`src/rtl/victim_sel_pkg.sv`:
```
package victim_sel_pkg;
  localparam int CFG_W  = 32;
  localparam int NF_LSB = 0;
  localparam int TC_LSB = 11;
  localparam int TF_LSB = 22;
  localparam int FLD_W  = 8;
endpackage

```
`src/rtl/vs_cfg_reg.sv`:
```
module vs_cfg_reg
  import victim_sel_pkg::*;
#(
  parameter int WAY_W = 6
) (
  input  logic             clk_i,
  input  logic             rst_ni,
  input  logic             we_i,
  input  logic [CFG_W-1:0] wdata_i,
  output logic [WAY_W-1:0] nfloor_o,
  output logic [WAY_W-1:0] tfloor_o,
  output logic [WAY_W-1:0] tceil_o,
  output logic [WAY_W-1:0] nxt_nfloor_o,
  output logic [WAY_W-1:0] nxt_tfloor_o,
  output logic [WAY_W-1:0] nxt_tceil_o,
  output logic [CFG_W-1:0] rdata_o
);
  logic [WAY_W-1:0] nf_q, tf_q, tc_q;

  always_comb begin
    nxt_nfloor_o = we_i ? wdata_i[NF_LSB +: WAY_W] : nf_q;
    nxt_tfloor_o = we_i ? wdata_i[TF_LSB +: WAY_W] : tf_q;
    nxt_tceil_o  = we_i ? wdata_i[TC_LSB +: WAY_W] : tc_q;
  end

  always_ff @(posedge clk_i or negedge rst_ni) begin
    if (!rst_ni) begin
      nf_q <= '0;
      tf_q <= '0;
      tc_q <= '0;
    end else begin
      nf_q <= nxt_nfloor_o;
      tf_q <= nxt_tfloor_o;
      tc_q <= nxt_tceil_o;
    end
  end

  always_comb begin
    rdata_o = '0;
    rdata_o[NF_LSB +: WAY_W] = nf_q;
    rdata_o[TC_LSB +: WAY_W] = tc_q;
    rdata_o[TF_LSB +: WAY_W] = tf_q;
  end

  assign nfloor_o = nf_q;
  assign tfloor_o = tf_q;
  assign tceil_o  = tc_q;
endmodule

```
`src/rtl/vs_rr_index.sv`:
```
module vs_rr_index #(
  parameter int WAY_W = 6
) (
  input  logic             clk_i,
  input  logic             rst_ni,
  input  logic             adv_i,
  input  logic [WAY_W-1:0] floor_i,
  input  logic [WAY_W-1:0] ceil_i,
  input  logic [WAY_W-1:0] nxt_floor_i,
  input  logic [WAY_W-1:0] nxt_ceil_i,
  output logic [WAY_W-1:0] idx_o
);
  logic [WAY_W-1:0] idx_q, stepped, idx_d;

  // step inside current window, then re-bound against the window after any write
  always_comb begin
    stepped = idx_q;
    if (adv_i) stepped = (idx_q >= ceil_i) ? floor_i : WAY_W'(idx_q + 1'b1);
    idx_d = (stepped < nxt_floor_i || stepped > nxt_ceil_i) ? nxt_floor_i : stepped;
  end

  always_ff @(posedge clk_i or negedge rst_ni) begin
    if (!rst_ni) idx_q <= '0;
    else         idx_q <= idx_d;
  end

  assign idx_o = idx_q;
endmodule

```
`src/rtl/cache_victim_sel.sv`:
```
module cache_victim_sel
  import victim_sel_pkg::*;
#(
  parameter int NUM_WAYS   = 64,
  parameter int NUM_GROUPS = 4,
  localparam int WAY_W = $clog2(NUM_WAYS),
  localparam int GRP_W = $clog2(NUM_GROUPS)
) (
  input  logic             clk_i,
  input  logic             rst_ni,
  input  logic             cfg_we_i,
  input  logic [CFG_W-1:0] cfg_wdata_i,
  output logic [CFG_W-1:0] cfg_rdata_o,
  input  logic             fill_req_i,
  input  logic             fill_transient_i,
  input  logic [GRP_W-1:0] fill_group_i,
  output logic [WAY_W-1:0] victim_o
);
  localparam logic [WAY_W-1:0] LAST_WAY = WAY_W'(NUM_WAYS - 1);

  logic [WAY_W-1:0] nfloor_q, tfloor_q, tceil_q;
  logic [WAY_W-1:0] nxt_nfloor, nxt_tfloor, nxt_tceil;
  logic [WAY_W-1:0] tceil_eff, nxt_tceil_eff;
  logic [WAY_W-1:0] nidx [NUM_GROUPS];
  logic [WAY_W-1:0] tidx;

  vs_cfg_reg #(.WAY_W(WAY_W)) u_cfg (
    .clk_i       (clk_i),
    .rst_ni      (rst_ni),
    .we_i        (cfg_we_i),
    .wdata_i     (cfg_wdata_i),
    .nfloor_o    (nfloor_q),
    .tfloor_o    (tfloor_q),
    .tceil_o     (tceil_q),
    .nxt_nfloor_o(nxt_nfloor),
    .nxt_tfloor_o(nxt_tfloor),
    .nxt_tceil_o (nxt_tceil),
    .rdata_o     (cfg_rdata_o)
  );

  // a ceiling under the floor collapses the window to the floor way
  assign tceil_eff     = (tceil_q < tfloor_q) ? tfloor_q : tceil_q;
  assign nxt_tceil_eff = (nxt_tceil < nxt_tfloor) ? nxt_tfloor : nxt_tceil;

  for (genvar g = 0; g < NUM_GROUPS; g++) begin : g_norm
    vs_rr_index #(.WAY_W(WAY_W)) u_idx (
      .clk_i      (clk_i),
      .rst_ni     (rst_ni),
      .adv_i      (fill_req_i && !fill_transient_i && (fill_group_i == GRP_W'(g))),
      .floor_i    (nfloor_q),
      .ceil_i     (LAST_WAY),
      .nxt_floor_i(nxt_nfloor),
      .nxt_ceil_i (LAST_WAY),
      .idx_o      (nidx[g])
    );
  end

  vs_rr_index #(.WAY_W(WAY_W)) u_tidx (
    .clk_i      (clk_i),
    .rst_ni     (rst_ni),
    .adv_i      (fill_req_i && fill_transient_i),
    .floor_i    (tfloor_q),
    .ceil_i     (tceil_eff),
    .nxt_floor_i(nxt_tfloor),
    .nxt_ceil_i (nxt_tceil_eff),
    .idx_o      (tidx)
  );

  assign victim_o = fill_transient_i ? tidx : nidx[fill_group_i];
endmodule

```
`config.mk`:
```
export PLATFORM = sky130hd
export DESIGN_NAME = cache_victim_sel
export DESIGN_NICKNAME = d
export VERILOG_FILES = /design/src/rtl/victim_sel_pkg.sv /design/src/rtl/vs_cfg_reg.sv /design/src/rtl/vs_rr_index.sv /design/src/rtl/cache_victim_sel.sv
export SDC_FILE = /design/constraint.sdc
export NUM_CORES = 1
export LEC_CHECK = 0
export BUFFER_PORTS_ARGS = -buffer_cell sky130_fd_sc_hd__buf_2
export CAP_MARGIN = 10
export CORE_MARGIN = 4
export CORE_UTILIZATION = 55
export DETAILED_ROUTE_END_ITERATION = 10
export GPL_TIMING_DRIVEN = 0
export PLACE_DENSITY = 0.79
export SYNTH_ARGS = -nofsm -noshare
export SYNTH_HDL_FRONTEND = slang
export SYNTH_HIERARCHICAL = 1
export SYNTH_SLANG_ARGS = --single-unit
export TNS_END_PERCENT = 50
```
`constraint.sdc`:
```
create_clock -name clk_i -period 4.6 [get_ports clk_i]
set_clock_uncertainty 0.15 [all_clocks]
set_input_delay 0.92 -clock clk_i [delete_from_list [all_inputs] [get_ports clk_i]]
set_output_delay 0.92 -clock clk_i [all_outputs]
set_load 0.01 [all_outputs]
```
==> flow_metrics.py <==
metrics = {
    "grt": {
        "grt_pass1_vias": 5510,
        "grt_overflow": 0,
        "grt_max_degree": 49,
        "grt_pass1_wl_um": 26050,
        "grt_util_all_layers": 0.2456,
        "antenna_found_initial": 1,
    },
    "yosys": {
        "ys_seq_elements": 48,
        "synth.yosys.seq_area_share": 0.1914,
        "synth_edf_count": 0,
        "synth_async_sr_flop_share": 1.000,
        "synthesis.instances": 675,
        "ys_warn_count": 6,
        "synth.avg_cell_area_um2": 9.296,
        "netlist_area_um2": 6275,
        "ys_types": 44,
        "synth-main-ff-cell": "dfrtp_1",
    },
    "layout": {
        "final_cell_mix": "inv_1 (112), ha_1 (90), conb_1 (62)",
        "area_growth_pct": 19.70,
        "layout.nets": 948,
        "fillers": 828,
        "layout_commonest_cell": "inv_1",
        "final_cells": 950,
        "drive_gt1_frac": 0.3185,
        "num_antenna_cells": 0,
        "final_core_utilization": 0.6839,
    },
    "worst_setup_path": {
        "rr_startpoint": "u_cfg/tceil_o[5]",
        "crit_start": "u_cfg/tceil_o[5]",
        "r2r-end": "u_tidx/idx_o[1]",
        "rr_worst_depth": 19,
        "start_kind": "flop",
        "cp-end-kind": "flop",
        "worstSetupPathType": "flop to flop",
        "cp.arrival_ns": 4.74,
        "regToRegSetupSlack_ns": -0.11,
        "critPathMaxFanout": 6,
        "cp_data_required_time_ns": 4.62,
    },
    "routing": {
        "ant_nets": 0,
        "wire_per_inst_um": 17.19,
        "drt-total-wl_um": 16330,
        "vias": 5347,
        "drc_errors": 0,
        "drtIter0Drc": 337,
        "via_per_inst": 5.628,
        "firstDrtPassIters": 5,
    },
    "timing": {
        "setup_tns_ns": -0.6499,
        "hold_viol_final": 0,
        "hold_slack_ns": 0.4359,
        "clock.fmax_mhz": 212.1,
        "fin_crit_sh": 1.025,
        "finalCriticalPeriod_ns": 4.714,
        "finalWorstSetupSlack_ns": -0.1142,
        "report.final.slew_viol_count": 0,
        "setup_violations": 6,
        "slew_headroom": 0.6060,
        "rsz0062_at_grt": "true",
        "tightest_slew_ns": 0.5911,
    },
    "hold_path": {
        "hold_class": "flop to flop",
        "hold_end": "u_cfg/tceil_o[0]",
        "hold_depth": 1,
        "min_from": "u_cfg/tceil_o[0]",
    },
    "die": {
        "die_w_um": 114.8,
        "initial_core_util": 0.5713,
        "rows": 38,
        "core_um2": 10980,
        "io_pins": 77,
        "dieArea_um2": 13180,
        "die_height_um": 114.8,
    },
    "cts": {
        "clkSlewWorstSetupHoldPaths_ns": 0.06,
        "cts_tree": "done",
        "clockBufferDepth": 2,
        "clock-sinks": 48,
        "root_buffer": "clkbuf_16",
        "h-tree-depth": 2,
        "cts_buffers": 5,
        "worstSkewPairLatency_ns": 0.29,
    },
    "power_and_ir_drop": {
        "pwr_density_cell_nw_per_um2": 592.3,
        "ir_drop_v": 0.0004589,
        "p_leak_nw": 4.101,
    },
    "placed_design": {
        "io_buffers": 44,
        "gp_congestion": 0.9477,
        "hpwl_um": 12220,
        "place_ws_ns": -0.5349,
        "place_inst": 919,
    },
    "outcome": {
        "status": "complete, but fails checks",
        "violations": "negative setup slack",
    },
    "run": {
        "cap_violations": 0,
    },
}
metal layers:
metal / track usage / vias up / wire (um)
li1: - / 2553 / -
met1: 0.2867 / 2543 / 6531
met2: 0.4560 / 199 / 8338
met3: 0.03421 / 50 / 912
met4: 0.08998 / 2 / 537
met5: 0 / - / 9
registers in the layout, summed over array words and instances, names as in the netlist:
name                count
u_tidx/idx_o            6
u_cfg/tfloor_o          6
u_cfg/tceil_o           6
g_norm.u_idx/idx_o     24
u_cfg/nfloor_o          6
power breakdown:
group / total (W) / internal, W / leakage [nW] / switching, W
Sequential: 0.000836 / 0.000576 / 0.561 / 0.000259
Clock: 0.000376 / 0.000217 / 0.0701 / 0.000159
Combinational: 0.00324 / 0.00160 / 3.47 / 0.00163
Total: 0.00445 / 0.00240 / 4.10 / 0.00205
logic make-up (layout without fill, tap and decap cells):
kind of cell	Yosys count	in the layout	share of synthesized area
AOI/OAI and AO/OA	133	133	0.1719
adders and majority gates	100	100	0.1994
buffers and inverters	167	242	0.1300
DFF	48	48	0.1914
muxes	102	102	0.2038
other	2	62	0.001197
and+or+nand+nor	123	123	0.1023
worst max-delay path: stages, from the launching register on:
cell and delay, ns:
dfrtp_1 0.43, ha_4 0.29, nand4_1 0.14, o221ai_4 0.35
buf_6 0.16, mux2_4 0.30, inv_2 0.09, ha_4 0.14
nand4_1 0.10, o221ai_2 0.24, buf_4 0.17, and2b_1 0.17
a311oi_1 0.39, ha_1 0.30, nor2b_4 0.05, o211ai_1 0.18
a21oi_1 0.10, a211oi_2 0.32, o211ai_4 0.19, mux2_4 0.33
what timing repair did:
item	CTS	global route
setup buffers	24	6
resized for setup	40	11
hold buffers	0	0
endpoints found under the setup margin	6	16
pin swaps	17	16
cells in the mapped netlist (8+ instances only):
master / n / share of area
o21ai_1: 12 / 0.0096
nor2b_1: 11 / 0.011
mux2_4: 26 / 0.062
buf_4: 32 / 0.038
a22oi_2: 12 / 0.024
dfrtp_1: 48 / 0.19
and3_1: 10 / 0.010
nand2_1: 43 / 0.026
mux2_2: 29 / 0.052
a21oi_2: 9 / 0.013
a21oi_1: 37 / 0.030
inv_1: 120 / 0.072
nand4_1: 12 / 0.012
nor2_1: 26 / 0.016
mux2i_1: 36 / 0.057
ha_1: 100 / 0.20
o211ai_1: 10 / 0.012
o21ai_0: 8 / 0.0064
per-stage QoR:
step / instance area [um2] / total power [W]
2_1_floorplan: 6500 / 0.002999
3_3_place_gp: 6895 / 0.003454
3_5_place_dp: 6895 / 0.003606
4_1_cts: 7405 / 0.004274
5_1_grt: 7511 / 0.004796
6_report: 7511 / 0.004449
area by class of cell:
type	instances	area, um2	share of cell area
clock buffers	7	142.6	0.01899
plain buffers	39	305.3	0.04065
flip-flops and latches	48	1201	0.1599
clock inverters	1	7.507	0.0009995
inverters	120	452.9	0.06030
well taps	140	175.2	0.02332
repair buffers	75	484.2	0.06447
multi-input cells	520	4742	0.6314
worst max path at each step:
stage	endpoint	slack, ns	cells after the start
3_5_place_dp	u_tidx/idx_o[1]	-0.53	21
2_1_floorplan	u_tidx/idx_o[1]	0.06	21
5_1_grt	u_tidx/idx_o[4]	-0.31	21
6_report	u_tidx/idx_o[1]	-0.11	19
4_1_cts	u_tidx/idx_o[1]	0.004	21
3_3_place_gp	u_tidx/idx_o[4]	-0.32	21
Note: power is estimated with default switching activity, not from simulation.
